`config.mk`:
```
export PLATFORM = sky130hd
export DESIGN_NAME = capcmp_timer
export DESIGN_NICKNAME = d
export VERILOG_FILES = /design/src/rtl/capcmp_pkg.sv /design/src/rtl/capcmp_edge.sv /design/src/rtl/capcmp_count.sv /design/src/rtl/capcmp_flag.sv /design/src/rtl/capcmp_timer.sv
export SDC_FILE = /design/constraint.sdc
export NUM_CORES = 1
export LEC_CHECK = 0
export ABC_AREA = 1
export CORE_MARGIN = 2
export CORE_UTILIZATION = 63
export DETAILED_ROUTE_END_ITERATION = 8
export PLACE_DENSITY_LB_ADDON = 0.05
export SKIP_LAST_GASP = 1
export SLEW_MARGIN = 20
export SYNTH_ARGS = -nofsm -noshare
export SYNTH_HDL_FRONTEND = slang
export SYNTH_SLANG_ARGS = --single-unit
```
`constraint.sdc`:
```
create_clock -name clk -period 3 [get_ports clk]
set_clock_uncertainty 0.1 [all_clocks]
set_input_delay 0.45 -clock clk [delete_from_list [all_inputs] [get_ports clk]]
set_output_delay 0.45 -clock clk [all_outputs]
set_load 0.1 [all_outputs]
```
`src/rtl/capcmp_pkg.sv`:
```
package capcmp_pkg;

  // register addresses on the byte bus
  localparam int unsigned REG_CTRL = 0;
  localparam int unsigned REG_STAT = 1;
  localparam int unsigned REG_CAPH = 2;
  localparam int unsigned REG_CAPL = 3;
  localparam int unsigned REG_CMPH = 4;
  localparam int unsigned REG_CMPL = 5;
  localparam int unsigned REG_CNTH = 6;
  localparam int unsigned REG_CNTL = 7;
  localparam int unsigned REG_PORT = 8;

  // event / flag indices; status bit = DATA_W-3+index
  localparam int unsigned NUM_EVT = 3;
  localparam int unsigned EV_WRAP = 0;
  localparam int unsigned EV_CMP  = 1;
  localparam int unsigned EV_CAP  = 2;

  typedef struct packed {
    logic pin_en;   // bit 2
    logic out_lvl;  // bit 1
    logic rise;     // bit 0
  } ctrl_t;

endpackage

```
`src/rtl/capcmp_edge.sv`:
```
module capcmp_edge #(
  parameter int STAGES = 2
) (
  input  logic clk,
  input  logic rst,
  input  logic pin_i,
  input  logic rise_sel_i,
  output logic evt_o
);

  logic [STAGES-1:0] sync_q;
  logic              prev_q;
  logic              level;

  assign level = sync_q[STAGES-1];

  // synchroniser chain runs through reset so it is settled on release
  always_ff @(posedge clk) begin
    sync_q <= {sync_q[STAGES-2:0], pin_i};
    prev_q <= level;
  end

  always_comb begin
    if (rst)
      evt_o = 1'b0;
    else if (rise_sel_i)
      evt_o = level & ~prev_q;
    else
      evt_o = ~level & prev_q;
  end

endmodule

```
`src/rtl/capcmp_count.sv`:
```
module capcmp_count #(
  parameter int CNT_W = 16
) (
  input  logic             clk,
  input  logic             rst,
  input  logic             tick,
  input  logic [CNT_W-1:0] cmp_val,
  output logic [CNT_W-1:0] cnt_q,
  output logic             cmp_evt,
  output logic             wrap_evt
);

  logic [CNT_W-1:0] cnt_nxt;

  assign cnt_nxt  = cnt_q + CNT_W'(1);
  assign cmp_evt  = !rst && tick && (cnt_nxt == cmp_val);
  assign wrap_evt = !rst && tick && (cnt_q == {CNT_W{1'b1}});

  always_ff @(posedge clk) begin
    if (rst)
      cnt_q <= '0;
    else if (tick)
      cnt_q <= cnt_nxt;
  end

endmodule

```
`src/rtl/capcmp_flag.sv`:
```
module capcmp_flag (
  input  logic clk,
  input  logic rst,
  input  logic set_i,
  input  logic arm_i,
  input  logic clr_i,
  output logic flag_o
);

  logic flag_q;
  logic armed_q;

  // flag has no reset: it survives the block reset by design
  always_ff @(posedge clk) begin
    if (set_i)
      flag_q <= 1'b1;
    else if (clr_i && armed_q)
      flag_q <= 1'b0;
  end

  always_ff @(posedge clk) begin
    if (rst)
      armed_q <= 1'b0;
    else if (arm_i)
      armed_q <= flag_q;
    else if (clr_i)
      armed_q <= 1'b0;
  end

  assign flag_o = flag_q;

endmodule

```
`src/rtl/capcmp_timer.sv`:
```
module capcmp_timer
  import capcmp_pkg::*;
#(
  parameter int CNT_W       = 16,
  parameter int DATA_W      = 8,
  parameter int ADDR_W      = 4,
  parameter int SYNC_STAGES = 2
) (
  input  logic              clk,
  input  logic              rst,
  input  logic              tick,
  input  logic              cap_in,
  input  logic              bus_rd,
  input  logic              bus_wr,
  input  logic [ADDR_W-1:0] bus_addr,
  input  logic [DATA_W-1:0] bus_wdata,
  output logic [DATA_W-1:0] rd_data,
  output logic              pin_out
);

  localparam int DBL_W    = 2 * DATA_W;
  localparam int STAT_LSB = DATA_W - NUM_EVT;

  // address decode
  logic sel_ctrl, sel_stat, sel_caph, sel_capl, sel_cmph, sel_cmpl;
  logic sel_cnth, sel_cntl, sel_port, bus_acc;

  assign sel_ctrl = bus_addr == ADDR_W'(REG_CTRL);
  assign sel_stat = bus_addr == ADDR_W'(REG_STAT);
  assign sel_caph = bus_addr == ADDR_W'(REG_CAPH);
  assign sel_capl = bus_addr == ADDR_W'(REG_CAPL);
  assign sel_cmph = bus_addr == ADDR_W'(REG_CMPH);
  assign sel_cmpl = bus_addr == ADDR_W'(REG_CMPL);
  assign sel_cnth = bus_addr == ADDR_W'(REG_CNTH);
  assign sel_cntl = bus_addr == ADDR_W'(REG_CNTL);
  assign sel_port = bus_addr == ADDR_W'(REG_PORT);
  assign bus_acc  = bus_rd | bus_wr;

  // programmable state
  ctrl_t            ctrl_q;
  logic [DBL_W-1:0] cmp_q;
  logic             port_q;
  logic [CNT_W-1:0] cap_q;
  logic             cmp_out_q;

  always_ff @(posedge clk) begin
    if (rst) begin
      ctrl_q <= '0;
      cmp_q  <= '0;
      port_q <= 1'b0;
    end else if (bus_wr) begin
      if (sel_ctrl) ctrl_q <= ctrl_t'(bus_wdata[2:0]);
      if (sel_cmph) cmp_q[DBL_W-1:DATA_W] <= bus_wdata;
      if (sel_cmpl) cmp_q[DATA_W-1:0] <= bus_wdata;
      if (sel_port) port_q <= bus_wdata[0];
    end
  end

  // counter with compare and wrap detection
  logic [CNT_W-1:0]   cnt_q;
  logic [NUM_EVT-1:0] evt_vec;
  logic [NUM_EVT-1:0] flag_q;
  logic [NUM_EVT-1:0] clr_vec;

  capcmp_count #(.CNT_W(CNT_W)) u_count (
    .clk      (clk),
    .rst      (rst),
    .tick     (tick),
    .cmp_val  (cmp_q[CNT_W-1:0]),
    .cnt_q    (cnt_q),
    .cmp_evt  (evt_vec[EV_CMP]),
    .wrap_evt (evt_vec[EV_WRAP])
  );

  // capture path
  capcmp_edge #(.STAGES(SYNC_STAGES)) u_edge (
    .clk        (clk),
    .rst        (rst),
    .pin_i      (cap_in),
    .rise_sel_i (ctrl_q.rise),
    .evt_o      (evt_vec[EV_CAP])
  );

  always_ff @(posedge clk) begin
    if (rst)
      cap_q <= '0;
    else if (evt_vec[EV_CAP])
      cap_q <= cnt_q;
  end

  // clearing accesses per flag
  assign clr_vec[EV_CAP]  = bus_rd  && sel_capl;
  assign clr_vec[EV_CMP]  = bus_acc && sel_cmpl;
  assign clr_vec[EV_WRAP] = bus_acc && sel_cntl;

  for (genvar i = 0; i < NUM_EVT; i++) begin : g_flag
    capcmp_flag u_flag (
      .clk    (clk),
      .rst    (rst),
      .set_i  (evt_vec[i]),
      .arm_i  (bus_rd && sel_stat),
      .clr_i  (clr_vec[i]),
      .flag_o (flag_q[i])
    );
  end

  // compare output and shared pin
  always_ff @(posedge clk) begin
    if (rst)
      cmp_out_q <= 1'b0;
    else if (evt_vec[EV_CMP])
      cmp_out_q <= ctrl_q.out_lvl;
  end

  always_ff @(posedge clk) begin
    if (rst)
      pin_out <= 1'b0;
    else
      pin_out <= ctrl_q.pin_en ? cmp_out_q : port_q;
  end

  // read mux, registered
  logic [DBL_W-1:0]  cap_w, cnt_w;
  logic [DATA_W-1:0] stat_w, rd_mux;

  assign cap_w = DBL_W'(cap_q);
  assign cnt_w = DBL_W'(cnt_q);

  always_comb begin
    stat_w = '0;
    stat_w[STAT_LSB +: NUM_EVT] = flag_q;
  end

  always_comb begin
    rd_mux = '0;
    if (sel_ctrl) rd_mux = DATA_W'(ctrl_q);
    if (sel_stat) rd_mux = stat_w;
    if (sel_caph) rd_mux = cap_w[DBL_W-1:DATA_W];
    if (sel_capl) rd_mux = cap_w[DATA_W-1:0];
    if (sel_cmph) rd_mux = cmp_q[DBL_W-1:DATA_W];
    if (sel_cmpl) rd_mux = cmp_q[DATA_W-1:0];
    if (sel_cnth) rd_mux = cnt_w[DBL_W-1:DATA_W];
    if (sel_cntl) rd_mux = cnt_w[DATA_W-1:0];
    if (sel_port) rd_mux = DATA_W'(port_q);
  end

  always_ff @(posedge clk) begin
    if (rst)
      rd_data <= '0;
    else if (bus_rd)
      rd_data <= rd_mux;
  end

endmodule

```
# Word-level counts from Yosys, hierarchy flattened

Index checks and enable logic that the tools add are counted.

$add $sub $neg: 1
Reduce and logical (&&, ||, !) cells: 19
Equal/unequal tests: 10
Bitwise operators: 5
Multiplexer cells: 18

Operators by type and width:

| operator              | count |
|---|---|
| $mux 8                | 8 |
| $add 16x1->16 const B | 1 |
| $eq 16x16->1          | 1 |
| $eq 16x16->1 const B  | 1 |
| $eq 4x3->1 const B    | 4 |
| $logic_and 1x1->1     | 10 |
| $mux 1                | 9 |
| $eq 4x2->1 const B    | 2 |
| $reduce_and 2->1      | 4 |
| $reduce_bool 2->1     | 3 |
| $eq 4x1->1 const B    | 1 |
| $eq 4x4->1 const B    | 1 |
| $logic_not 4->1       | 1 |
| $mux 3                | 1 |
| $and 1x1->1           | 2 |
| $not 1->1             | 2 |
| $logic_not 1->1       | 1 |
| $or 1x1->1            | 1 |

Register bits: 71
Word-level logic and storage cells: 72
Bits of input ports: 18
Output and inout port bits: 9

# Longest topological paths before layout

Depth after elaboration: 10
Mapped depth: 16
Mapped depth without buffers: 16

# By module

A second synthesis with hierarchy kept.

Cell total of the unflattened synthesis: 596
Area, all modules: 3818.7 um^2

Modules (own cells, without submodules):

| module       | instances | area each (um^2) | cells an instance | sequential area each (um^2) |
|---|---|---|---|---|
| capcmp_timer | 1         | 2140.8           | 319               | 920.9 |
| capcmp_count | 1         | 1343.8           | 232               | 320.3 |
| capcmp_flag  | 3         | 80.1             | 11                | 40.0 |
| capcmp_edge  | 1         | 93.8             | 12                | 60.1 |

# Least setup slack after synthesis

OpenSTA, ideal clock, no wires.

Path kind: reg-to-reg
Start point: register u_count.cnt_q[1]
End point: register cmp_out_q
Stages on the path, launching flop included: 15
Arrival time: 1573 ps
Path slack: 1214 ps
Library setup time: 113 ps
Period minus slack after synthesis: 1786 ps
Data required time: 2787 ps
Path through: dfxtp_1 -> ha_1 -> nand3_2 -> nor2_1 -> nand2_1 -> nand3_1 -> nand2_1 -> inv_1 -> nand2_1 -> nor2_2 -> nand2_2 -> nor2_4 -> nand3_1 -> nand2_1 -> nor2_1

Word-level cells in the longest chain between the ends: 3

RTL lines:

| element                | RTL line            | RTL |
|---|---|---|
| start, declared        | capcmp_count.sv:8   | `output logic [CNT_W-1:0] cnt_q,` |
| start signal, assigned | capcmp_count.sv:23  | `cnt_q <= cnt_nxt;` |
| $add 16x1->16          | capcmp_count.sv:15  | `assign cnt_nxt = cnt_q + CNT_W'(1);` |
| $eq 16x16->1           | capcmp_count.sv:16  | `assign cmp_evt = !rst && tick && (cnt_nxt == cmp_val);` |
| $logic_and 1x1->1      | capcmp_count.sv:16  |  |
| end signal, assigned   | capcmp_timer.sv:112 | `cmp_out_q <= ctrl_q.out_lvl;` |
| end, declared          | capcmp_timer.sv:44  | `logic cmp_out_q;` |

Every way passes these cells.
A chain may end at the register's enable or synchronous reset.

# Final worst setup path

Start point: input port bus_addr[1]
End point: register cmp_q[12]

Word-level cells in the longest chain between the ends: 2

RTL lines:

| element                           | RTL line           | RTL |
|---|---|---|
| start, declared                   | capcmp_timer.sv:15 | `input logic [ADDR_W-1:0] bus_addr,` |
| $eq 4x3->1                        | capcmp_timer.sv:32 | `assign sel_cmph = bus_addr == ADDR_W'(REG_CMPH);` |
| $reduce_and 2->1 (no source line) | -                  |  |
| end signal, assigned by index     | capcmp_timer.sv:53 | `if (sel_cmph) cmp_q[DBL_W-1:DATA_W] <= bus_wdata;` |
| end signal, assigned by index     | capcmp_timer.sv:54 | `if (sel_cmpl) cmp_q[DATA_W-1:0] <= bus_wdata;` |
| end, declared                     | capcmp_timer.sv:41 | `logic [DBL_W-1:0] cmp_q;` |

Every way passes these cells.

==> key figures <==
Setup path
  • Crit path launch type: input pin
  • Cells on worst reg2reg path: 12
  • Family with the most delay on the worst path: simple AND/OR/NAND/NOR gates
  • Worst Setup EP: cmp_q[12]
  • Critical path buffers and inverters: 2
  • CP startpoint: bus_addr[1]
  • Crit-path slowest cell: clkdlybuf4s50_1
  • Crit path capture type: register
  • Crit path cell chain: clkdlybuf4s50_1, nor2_1, inv_1, nor2_2, nand2_1, o21ai_0, a21oi_1
  • Reg2reg end: cmp_out_q
  • CP arrival: 2.44 ns
  • R2r setup slk: 0.80 ns
  • Critical-path maximum fanout: 16
  • Largest stage delay, worst path: 0.46 ns
  • Critical Setup Path Class: input pin to register
  • Worst path required time: around 3.1 ns
  • Reg2reg start: u_count.cnt_q[1]
  • CP Depth: 7

Final layout
  • Nets@finish: 564
  • Area delta synth->final: 14.1%
  • Ant. Diodes: 0
  • Share of layout cells above drive strength 1: between 10% and 20%

Timing
  • Slew HR: 68.3%
  • Period minus WS final: 2.31 ns
  • Slew of the pin with the lowest slew margin: 0.473 ns
  • Unrepaired setup endpoints after global routing: no
  • Fmax achieved: 433 MHz
  • Pins Over Slew Limit: 0
  • Final hold vios: 0
  • Setup ws final: 0.691 ns
  • Final setup TNS: 0 ns
  • Final setup viols: 0
  • Final period util: 77.0%

Pwr
  • Max VDD drop: 0.000311 V
  • Static leakage: between 1.5 and 2 nW
  • PwrDens: 507 nW/µm²

GRT
  • Initial antenna violation count: 0
  • First-pass GRT wire length: 16800 µm
  • Met3 Usage GRT: under 10%
  • Most Crowded Layer GR: met2
  • Met1 Use GR: between 40% and 50%
  • Grt met2 use: 56.1%
  • Largest net degree at the start of global routing: 46
  • Gr ovfl total: 0
  • Vias in the first global route: 3422
  • Total GRT Usage: a little over a third

Status
  • Status: finished clean

Clock tree
  • H-tree lvl count: 3
  • Cts hold-fix bufs: 0
  • CTS root buffer: clkbuf_8
  • CTS tree: done
  • Post-CTS Setup Bufs: 0
  • CTS Buf Count: 9
  • Clock buffer depth: 2
  • CTS clk-pin slew, worst paths: 0.08 ns
  • Post-CTS sizing: 0
  • Worst skew pair latency: 0.35 ns
  • Clock sink count: 71

Synth
  • Post-Synth XOR/XNOR Area: 1.23%
  • Post-Synth Simple-Gate Area: 27.7%
  • Post-synth top area share: 39.9%
  • Async set-reset flop share out of synthesis: 0%
  • Avg Cell Area, Syn: 6.86 µm²
  • Synthesized Nets: 538
  • Largest family of logic cells by synthesized area: simple AND/OR/NAND/NOR gates
  • Yosys warning count: 0
  • Synthesized-area fraction occupied by adder cells: 0.352%
  • Synth Area in Compound Gates: 22.2%
  • Gate Count Post-Synth: 519
  • Post-Syn Area: ~3600 µm²
  • Multiplexer area fraction after synthesis: 0%
  • Top cells by area, synth: dfxtp_1, nand2_1, o21ai_0
  • Synth area leader: dfxtp_1
  • Number of synthesized flops with an enable pin: 0
  • Netlist cell types: 34
  • Seq cells post-synth: 71
  • Post-synth top flop: dfxtp_1
  • Sequential fraction of the synthesis area: between 30% and 40%

Placed design
  • GP Congestion: 0.970
  • Dpl ws: about 0.36 ns
  • Port buffer count: 26
  • Dpl hpwl: roughly 7500 µm

Drt
  • Final wirelength: 10500 µm
  • Post-route ant nets: 0
  • Drc violations: 0
  • Vias: 3759
  • First-pass DRT Iterations: 5
  • Vias per inst: roughly 6.1
  • Iteration-0 DRC Markers: 479
  • Avg WL per Cell: approximately 17 µm

Min path
  • Hold Path Class: register to register

Die
  • DIE AREA: ~6300 µm²
  • Row cnt: 27
  • Initial Utilization: 65.0%
  • Area of the core: about 5500 µm²
  • Num ports: 27
  • Die width: about 79 µm
  • DIE HEIGHT: about 79 µm

Flow run
  • Total of max-cap violations: 0
[sequential cells by signal (all words and copies together), names as in the netlist]
signal and flops:
rd_data 8, pin_out 1, cmp_out_q 1, port_q 1, cmp_q 16, u_count.cnt_q 16
g_flag.u_flag.flag_o 3, u_edge.sync_q 2, cap_q 16, ctrl_q 3, g_flag.u_flag.armed_q 3, u_edge.prev_q 1
[how the worst min path moves through the flow]
| stage | to | cells after the start | start | slack, ns |
|---|---|---|---|---|
| floorplan | u_edge.sync_q[1] | 0 | u_edge.sync_q[0] | 0.21 |
| global placement | u_edge.sync_q[1] | 0 | u_edge.sync_q[0] | 0.21 |
| detailed placement | u_edge.sync_q[1] | 0 | u_edge.sync_q[0] | 0.21 |
| CTS | u_edge.sync_q[1] | 0 | u_edge.sync_q[0] | 0.23 |
| global route | u_edge.sync_q[1] | 0 | u_edge.sync_q[0] | 0.25 |
| finish | u_edge.sync_q[1] | 0 | u_edge.sync_q[0] | 0.23 |
[report_power, final]
group | switching (mW) | internal, mW
registers | 0.0373 | 0.978
clock network | 0.377 | 0.402
logic | 0.179 | 0.0853
[routing by layer]
layer	vias up	wire length [µm]	part of all wire, %
li1	1792	-	-
met1	1752	4510	43
met2	194	4890	47
met3	21	891	8.5
met4	0	222	2.1
met5	-	0	0
[cells by family (layout without fill, tap and decap cells)]
logic type	Yosys count	count (layout)
simple gates	218	218
compound gates	146	146
buf+inv	78	108
flops	71	71
xor+xnor	5	5
fa+ha+maj	1	1
[per-stage QoR]
| step | hold slack, ns | instance area (µm²) | power, mW | instances | utilization [%] |
|---|---|---|---|---|---|
| after CTS | 0.233 | 4060 | 2.05 | 621 | 74.2 |
| after floorplan | 0.210 | 3560 | 1.20 | 519 | - |
| final | 0.230 | 4060 | 2.06 | 621 | 74.2 |
| after global routing | 0.246 | 4060 | 2.13 | 621 | 74.2 |
| after global placement | 0.210 | 3860 | 1.28 | 606 | 70.6 |
| after detailed placement | 0.215 | 3860 | 1.29 | 606 | 70.6 |
[cell usage in the layout, fill, tap and decap left out, drive strengths merged]
cell / Yosys / final
bufinv: 0 / 1
o41ai: 1 / 1
nand2: 110 / 110
o21ai: 69 / 69
dfxtp: 71 / 71
xnor2: 1 / 1
ha: 1 / 1
xor2: 4 / 4
buf: 5 / 18
o211ai: 2 / 2
nor2: 40 / 40
inv: 57 / 57
a221oi: 3 / 3
clkinv: 1 / 3
clkdlybuf4s50: 0 / 17
o2bb2ai: 1 / 1
clkbuf: 15 / 10
a21oi: 64 / 64
nand3: 61 / 61
clkinvlp: 0 / 2
o2111ai: 4 / 4
nand4: 7 / 7
o31ai: 1 / 1
a32o: 1 / 1
[synth_stat cells, types with 3 or more instances]
library cell,n
inv_1,55
nand3_1,60
a221oi_1,3
nand2_2,5
nand2_1,103
o2111ai_1,4
clkbuf_1,14
nor2_2,7
nor2_1,30
nand4_1,7
dfxtp_1,71
nor2_4,3
o21ai_0,65
a21oi_1,63
xor2_1,4
[area by class of cell]
cell class,count,area [µm²]
clock buffers,10,138
clock inverters,5,58.8
fillers,487,1410
inverters,58,218
multi-input cells,370,1830
flip-flops and latches,71,1420
well taps,72,90.1
repair buffers,35,305
Power figures use the tool's default switching activity.
